File: src/rtl/pgm_seq_pkg.sv
package pgm_seq_pkg;
  typedef enum logic [1:0] {
    NXT_HOLD = 2'd0,
    NXT_INC  = 2'd1,
    NXT_TGT  = 2'd2,
    NXT_RET  = 2'd3
  } nxt_sel_e;
endpackage

File: src/rtl/pgm_seq_bank.sv
module pgm_seq_bank #(
  parameter int BANK_W = 4
) (
  input  logic              clk,
  input  logic              rst_n,
  input  logic              we,
  input  logic [BANK_W-1:0] wdata,
  output logic [BANK_W-1:0] bank
);
  always_ff @(posedge clk) begin
    if (!rst_n)  bank <= '0;
    else if (we) bank <= wdata;
  end
endmodule

File: src/rtl/pgm_seq_stack.sv
module pgm_seq_stack #(
  parameter int PC_W = 11
) (
  input  logic            clk,
  input  logic            rst_n,
  input  logic            do_call,
  input  logic            do_ret,
  input  logic [PC_W-1:0] save_addr,
  output logic [PC_W-1:0] ret_addr,
  output logic            nest_err
);
  logic open_q;

  always_ff @(posedge clk) begin
    if (!rst_n) begin
      ret_addr <= '0;
      open_q   <= 1'b0;
      nest_err <= 1'b0;
    end else if (do_ret) begin
      open_q <= 1'b0;
    end else if (do_call) begin
      if (open_q) begin
        nest_err <= 1'b1;
      end else begin
        ret_addr <= save_addr;
        open_q   <= 1'b1;
      end
    end
  end
endmodule

File: src/rtl/pgm_seq_pc.sv
module pgm_seq_pc
  import pgm_seq_pkg::*;
#(
  parameter int PC_W = 11
) (
  input  logic            clk,
  input  logic            rst_n,
  input  nxt_sel_e        sel,
  input  logic [PC_W-1:0] tgt,
  input  logic [PC_W-1:0] ret_addr,
  output logic [PC_W-1:0] pc,
  output logic [PC_W-1:0] pc_inc
);
  assign pc_inc = pc + PC_W'(1);

  always_ff @(posedge clk) begin
    if (!rst_n) pc <= '0;
    else begin
      unique case (sel)
        NXT_INC: pc <= pc_inc;
        NXT_TGT: pc <= tgt;
        NXT_RET: pc <= ret_addr;
        default: pc <= pc;
      endcase
    end
  end
endmodule

File: src/rtl/pgm_seq.sv
module pgm_seq
  import pgm_seq_pkg::*;
#(
  parameter int PC_W  = 11,
  parameter int OFS_W = 7,
  localparam int BANK_W = PC_W - OFS_W
) (
  input  logic              clk,
  input  logic              rst_n,
  input  logic              step,
  input  logic              jmp_req,
  input  logic              call_req,
  input  logic              ret_req,
  input  logic [OFS_W-1:0]  tgt_ofs,
  input  logic              bank_we,
  input  logic [BANK_W-1:0] bank_wdata,
  output logic [PC_W-1:0]   fetch_addr,
  output logic              nest_err
);
  logic [BANK_W-1:0] bank_q;
  logic [PC_W-1:0]   ret_addr;
  logic [PC_W-1:0]   pc_inc;
  logic              do_ret, do_call, do_jmp;
  nxt_sel_e          sel;

  // return > call > jump, all gated by the completion strobe
  assign do_ret  = step & ret_req;
  assign do_call = step & call_req & ~ret_req;
  assign do_jmp  = step & jmp_req & ~call_req & ~ret_req;

  always_comb begin
    if (!step)                 sel = NXT_HOLD;
    else if (do_ret)           sel = NXT_RET;
    else if (do_call | do_jmp) sel = NXT_TGT;
    else                       sel = NXT_INC;
  end

  pgm_seq_bank #(.BANK_W(BANK_W)) u_bank (
    .clk(clk), .rst_n(rst_n), .we(bank_we), .wdata(bank_wdata), .bank(bank_q)
  );

  pgm_seq_stack #(.PC_W(PC_W)) u_stack (
    .clk(clk), .rst_n(rst_n), .do_call(do_call), .do_ret(do_ret),
    .save_addr(pc_inc), .ret_addr(ret_addr), .nest_err(nest_err)
  );

  pgm_seq_pc #(.PC_W(PC_W)) u_pc (
    .clk(clk), .rst_n(rst_n), .sel(sel), .tgt({bank_q, tgt_ofs}),
    .ret_addr(ret_addr), .pc(fetch_addr), .pc_inc(pc_inc)
  );
endmodule

File: config.mk
export PLATFORM = sky130hd
export DESIGN_NAME = pgm_seq
export DESIGN_NICKNAME = d
export VERILOG_FILES = /design/src/rtl/pgm_seq_pkg.sv /design/src/rtl/pgm_seq_bank.sv /design/src/rtl/pgm_seq_stack.sv /design/src/rtl/pgm_seq_pc.sv /design/src/rtl/pgm_seq.sv
export SDC_FILE = /design/constraint.sdc
export NUM_CORES = 1
export LEC_CHECK = 0
export ABC_AREA = 1
export CORE_ASPECT_RATIO = 0.9
export CORE_MARGIN = 4
export CORE_UTILIZATION = 50
export CTS_BUF_LIST = sky130_fd_sc_hd__clkbuf_4 sky130_fd_sc_hd__clkbuf_8
export CTS_CLUSTER_DIAMETER = 50
export DETAILED_ROUTE_END_ITERATION = 8
export DONT_BUFFER_PORTS = 1
export GPL_TIMING_DRIVEN = 0
export PLACE_DENSITY = 0.69
export SYNTH_ARGS = -nofsm -noshare
export SYNTH_HDL_FRONTEND = slang
export SYNTH_HIERARCHICAL = 1
export SYNTH_SLANG_ARGS = --single-unit
File: constraint.sdc
create_clock -name clk -period 1.55 [get_ports clk]
set_input_delay 0.3875 -clock clk [delete_from_list [all_inputs] [get_ports clk]]
set_output_delay 0.3875 -clock clk [all_outputs]
set_load 0.02 [all_outputs]
After elaboration in Yosys (flattened, before gate mapping)
Index checks and enable logic that the tools add are counted.

Mux-type cells: 4. Bitwise gates (word level): 12. $add $sub $neg: 1. Reductions and logical operators: 4. Equality and inequality tests: 3.

Operators with widths (number): one-hot mux 11 bit (3 select lines) (1); adder 11 x 1 -> 11 bit, second input constant (1); AND 1 bit (6); two-way mux 2 bit (3); AND reduction 3 bit (2); inverter 1 bit (5); == test 2 bit, second input constant (2); nonzero test 3 bit (1); == test 2 x 1 -> 1 bit, second input constant (1); OR reduction 2 bit (1); bitwise OR 1 bit (1).

Input port bits: 18. Word-level logic and storage cells: 29. Output and inout port bits: 12. Register bits: 28.

Logic depth before layout (Yosys ltp)
Word-level depth: 9. Gate-level depth with buffers: 11. Depth with buffers taken out: 10.

By module
Netlist, hierarchy kept.

Modules (own cells, without submodules): pgm_seq_pc (times used 1, seq. area each 220.2 um^2, cells each 133, area each 824.5 um^2); pgm_seq_stack (times used 1, seq. area each 260.2 um^2, cells each 80, area each 583.1 um^2); pgm_seq_bank (times used 1, seq. area each 80.1 um^2, cells each 25, area each 166.4 um^2); pgm_seq (times used 1, seq. area each 0.0 um^2, cells each 12, area each 55.1 um^2).

Least setup slack after synthesis
Ideal clock, no wire load.

Path type: reg-to-reg. From: register u_pc.pc[0]. To: register u_stack.ret_addr[8]. Path slack: -0.034 ns. Library setup time: 0.115 ns. Clock period less this slack: 1.584 ns. Arrival time: 1.469 ns. Cell stages (with the launch flop): 10. Path through: dfxtp_1 ha_1 nand2_2 nor2_2 nand3_1 and2_2 inv_1 nand3_1 nand2_1 nor2_1.

Word-level cells in the longest chain between the ends: 1.

Ends and longest elaborated chain: start: declaration (line pgm_seq_pc.sv:11) `output logic [PC_W-1:0] pc,`; start signal: assignment (line pgm_seq_pc.sv:20) `NXT_INC: pc <= pc_inc;`; start signal: assignment (line pgm_seq_pc.sv:21) `NXT_TGT: pc <= tgt;`; start signal: assignment (line pgm_seq_pc.sv:22) `NXT_RET: pc <= ret_addr;`; adder 11 x 1 -> 11 bit (line pgm_seq_pc.sv:14) `assign pc_inc = pc + PC_W'(1);`; via pc_inc[8] (line pgm_seq.sv:22) `logic [PC_W-1:0] pc_inc;`; end signal: assignment (line pgm_seq_stack.sv:25) `ret_addr <= save_addr;`; end: declaration (line pgm_seq_stack.sv:9) `output logic [PC_W-1:0] ret_addr,`.

The timed path passes the listed nets, and every way through them passes these cells. A chain may end at the register's enable or synchronous reset.

Final worst setup path
From: register u_pc.pc[0]. To: register u_stack.ret_addr[10].

Same word-level chain as after synthesis.

==> results.cfg <==
[outcome]
status = complete, no violations

[synthesis]
ys_seq_area_frac = 0.344
synth_top_family_by_area = simple AND/OR/NAND/NOR gates
syn_avg_cell_area_um2 = 6.52
synth_xor_area_frac = 0.0161
synth_compound_area_frac = 0.152
synth.cell_area_um2 = 1630
yosys.area_share.simple = 0.349
synth_nets = 269
netlist_instances = 250
synthAdderAreaFrac = 0.00768
muxShareOfSynthArea = 0
ys_types = 28
synth_seq_cells = 28
ys_warn_count = 6

[clock_tree]
clk_pin_slew_ns = 0.16
htreeDepth = 1
clkSinkCount = 28
cts_tree = built
clk_path_buf_depth = 2
clkLatencyLatePin_ns = 0.33
numCtsBuffers = 3
clock_tree.root_cell = clkbuf_4

[route]
drt-initial-drc-count = 99
viasPerCell = 5.18
dr.pass1.iters = 4
detail_route.wl_per_cell_um = 13.0
drt_wl_total_um = 3870
drc = 0
dr_total_vias = 1538
detail-route-antenna-nets = 0

[sta]
tightest_slew_ns = 0.438
finalSetupViolations = 0
fin_setup_tns_ns = 0
fmax_mhz = 678
timing.final.crit_period_ns = 1.48
post-route-period-util = 0.952
grt_setup_unrepaired = true
slew_headroom = 0.706
slew_viol_final = 0
finalClockSkew_ns = 0.0121
finalHoldViolations = 0

[die]
core_area_um2 = 3090
rows = 19
io_pins = 30
die_h_um = 62.2
initial_core_util = 0.527
die_w_um = 68.2
dieArea_um2 = 4240

[setup_path]
cp-start-kind = flip-flop
crit_cells = 9
critPathMaxStageDelay_ns = 0.46
crit_chain = ha_4 > nand2_2 > nor2_4 > nand3_1 > and2_2 > inv_1 > nand3_1 > nand2_1 > nor2_1
worst-endpoint-arrival_ns = 1.73
crit_type = reg2reg
rrSetupSlack_ns = 0.07
crit_end = u_stack/ret_addr[10]$_SDFFE_PN0P_
cpMostUsedCell = nand3_1
regToRegEndpoint = u_stack/ret_addr[10]$_SDFFE_PN0P_
path_buf_inv = 1
cp-end-kind = flip-flop
critical-path-top-delay-family = simple AND/OR/NAND/NOR gates
crit_path_start = u_pc/pc[0]$_SDFFE_PN0P_
cpMaxStageDelayCell = dfxtp_4
cp_data_required_time_ns = 1.80
worst_r2r_path_depth = 9
path_max_fanout = 5
regToRegStartpoint = u_pc/pc[0]$_SDFFE_PN0P_

[global_routing]
first_global_vias = 1367
grt_overflow = 0
grt_usage = 0.191
antenna_found_initial = 0
grt_max_degree = 16
grt_first_pass_wirelength_um = 6280

[power_and_ir_drop]
p_leak_nw = 0.785
power-per-cell-area_nw_per_um2 = 885
report.power.total_mw = 1.56
ir_drop_mv = 0.489

[worst_hold_path]
holdPathStages = 2
min_path_type = in2reg

[place]
place_congestion = 0.810
hpwlAfterDp_um = 2790
placed_cell_area_um2 = 1680
io_buffers = 0

[layout]
area_growth_pct = 7.91
antenna_cells = 0
final_nets = 275
final_layout_size_suffix_gt1_frac = 0.145
fin_area_um2 = 1760

[job]
cap_violations = 0
[registers in the layout, indices dropped and copies added, names as in the netlist]
signal and count:
u_stack/open_q 1, u_stack/ret_addr 11, u_stack/nest_err 1, u_bank/bank 4, u_pc/pc 11
[metal layers]
layer | GRT usage | share of wire
met1 | 0.259 | 0.48
met2 | 0.304 | 0.48
met3 | 0.0324 | 0.038
met4 | 0.0571 | 0.0054
met5 | 0 | 0
[worst min path at each step]
stage                                       from                                 to  slack, ns
2_1_floorplan   u_stack/ret_addr[0]$_SDFFE_PN0P_            u_pc/pc[0]$_SDFFE_PN0P_       0.44
3_5_place_dp    u_stack/ret_addr[1]$_SDFFE_PN0P_            u_pc/pc[1]$_SDFFE_PN0P_       0.46
3_3_place_gp   u_stack/ret_addr[10]$_SDFFE_PN0P_  u_stack/ret_addr[10]$_SDFFE_PN0P_       0.46
6_report                                   rst_n        u_bank/bank[3]$_SDFFE_PN0P_       0.16
5_1_grt                                    rst_n        u_bank/bank[3]$_SDFFE_PN0P_       0.13
4_1_cts                                    rst_n        u_bank/bank[3]$_SDFFE_PN0P_       0.15
[cells in the mapped netlist, drive strengths merged]
library cell	n	area, um^2
a21oi	24	124
nand2	64	250
nand3b	1	7.51
and2	6	40.0
o21bai	2	15.0
inv	34	128
buf	8	63.8
dfxtp	28	561
nor3	2	15.0
ha	1	12.5
xor2	3	26.3
nand3	24	125
nor2	29	131
o21ai	18	90.1
a31oi	3	18.8
clkbuf	3	21.3
[final cells by class]
| type | count | area (um^2) |
|---|---|---|
| buffer | 11 | 85.1 |
| tap | 42 | 52.6 |
| multi-input combinational | 177 | 873 |
| fill | 324 | 1330 |
| timing repair buffer | 1 | 7.51 |
| inverter | 34 | 128 |
| sequential | 28 | 576 |
| clock buffer | 4 | 36.3 |
[cells in the final DEF (no fill, tap or decap), types with 3 or more instances in the layout]
cell / synthesis / routed
a31oi_1: 3 / 3
dfxtp_1: 28 / 20
dfxtp_2: 0 / 6
clkbuf_4: 0 / 3
nor2_4: 2 / 3
buf_6: 3 / 3
nor2_1: 24 / 24
nand3_1: 23 / 23
o21ai_0: 18 / 18
nand2_1: 62 / 62
buf_2: 3 / 3
xor2_1: 3 / 3
inv_1: 32 / 32
a21oi_1: 23 / 23
and2_1: 4 / 4
buf_4: 2 / 3
[power by group]
group / switching [mW] / internal, mW
combinational: 0.189 / 0.125
clock: 0.223 / 0.144
sequential: 0.0983 / 0.777
total: 0.510 / 1.05
[metrics by stage]
stage                      util  hold slack (ns)  std cells  setup WS [ns]
final                     0.569            0.160        297         0.0750
after detailed placement  0.545            0.463        292         -0.125
after global routing      0.569            0.133        297        -0.0203
after CTS                 0.562            0.147        296        0.00995
after floorplan               -            0.439        250         0.0770
after global placement    0.545            0.458        292         -0.111
[cells by family (layout without fill, tap and decap cells)]
| logic type | after synthesis | after routing |
|---|---|---|
| buffers and inverters | 45 | 50 |
| AO/OA/AOI/OAI | 47 | 47 |
| XOR/XNOR | 3 | 3 |
| flip-flops | 28 | 28 |
| AND/OR/NAND/NOR | 126 | 126 |
| adder cells (fa/ha/maj) | 1 | 1 |
[what timing repair did]
item,4_1_cts,5_1_grt
pin swaps,1,2
setup endpoints to repair,3,6
hold buffers,0,0
gates resized for setup,7,4
setup buffers,0,1
(Power assumes the default switching activity.)
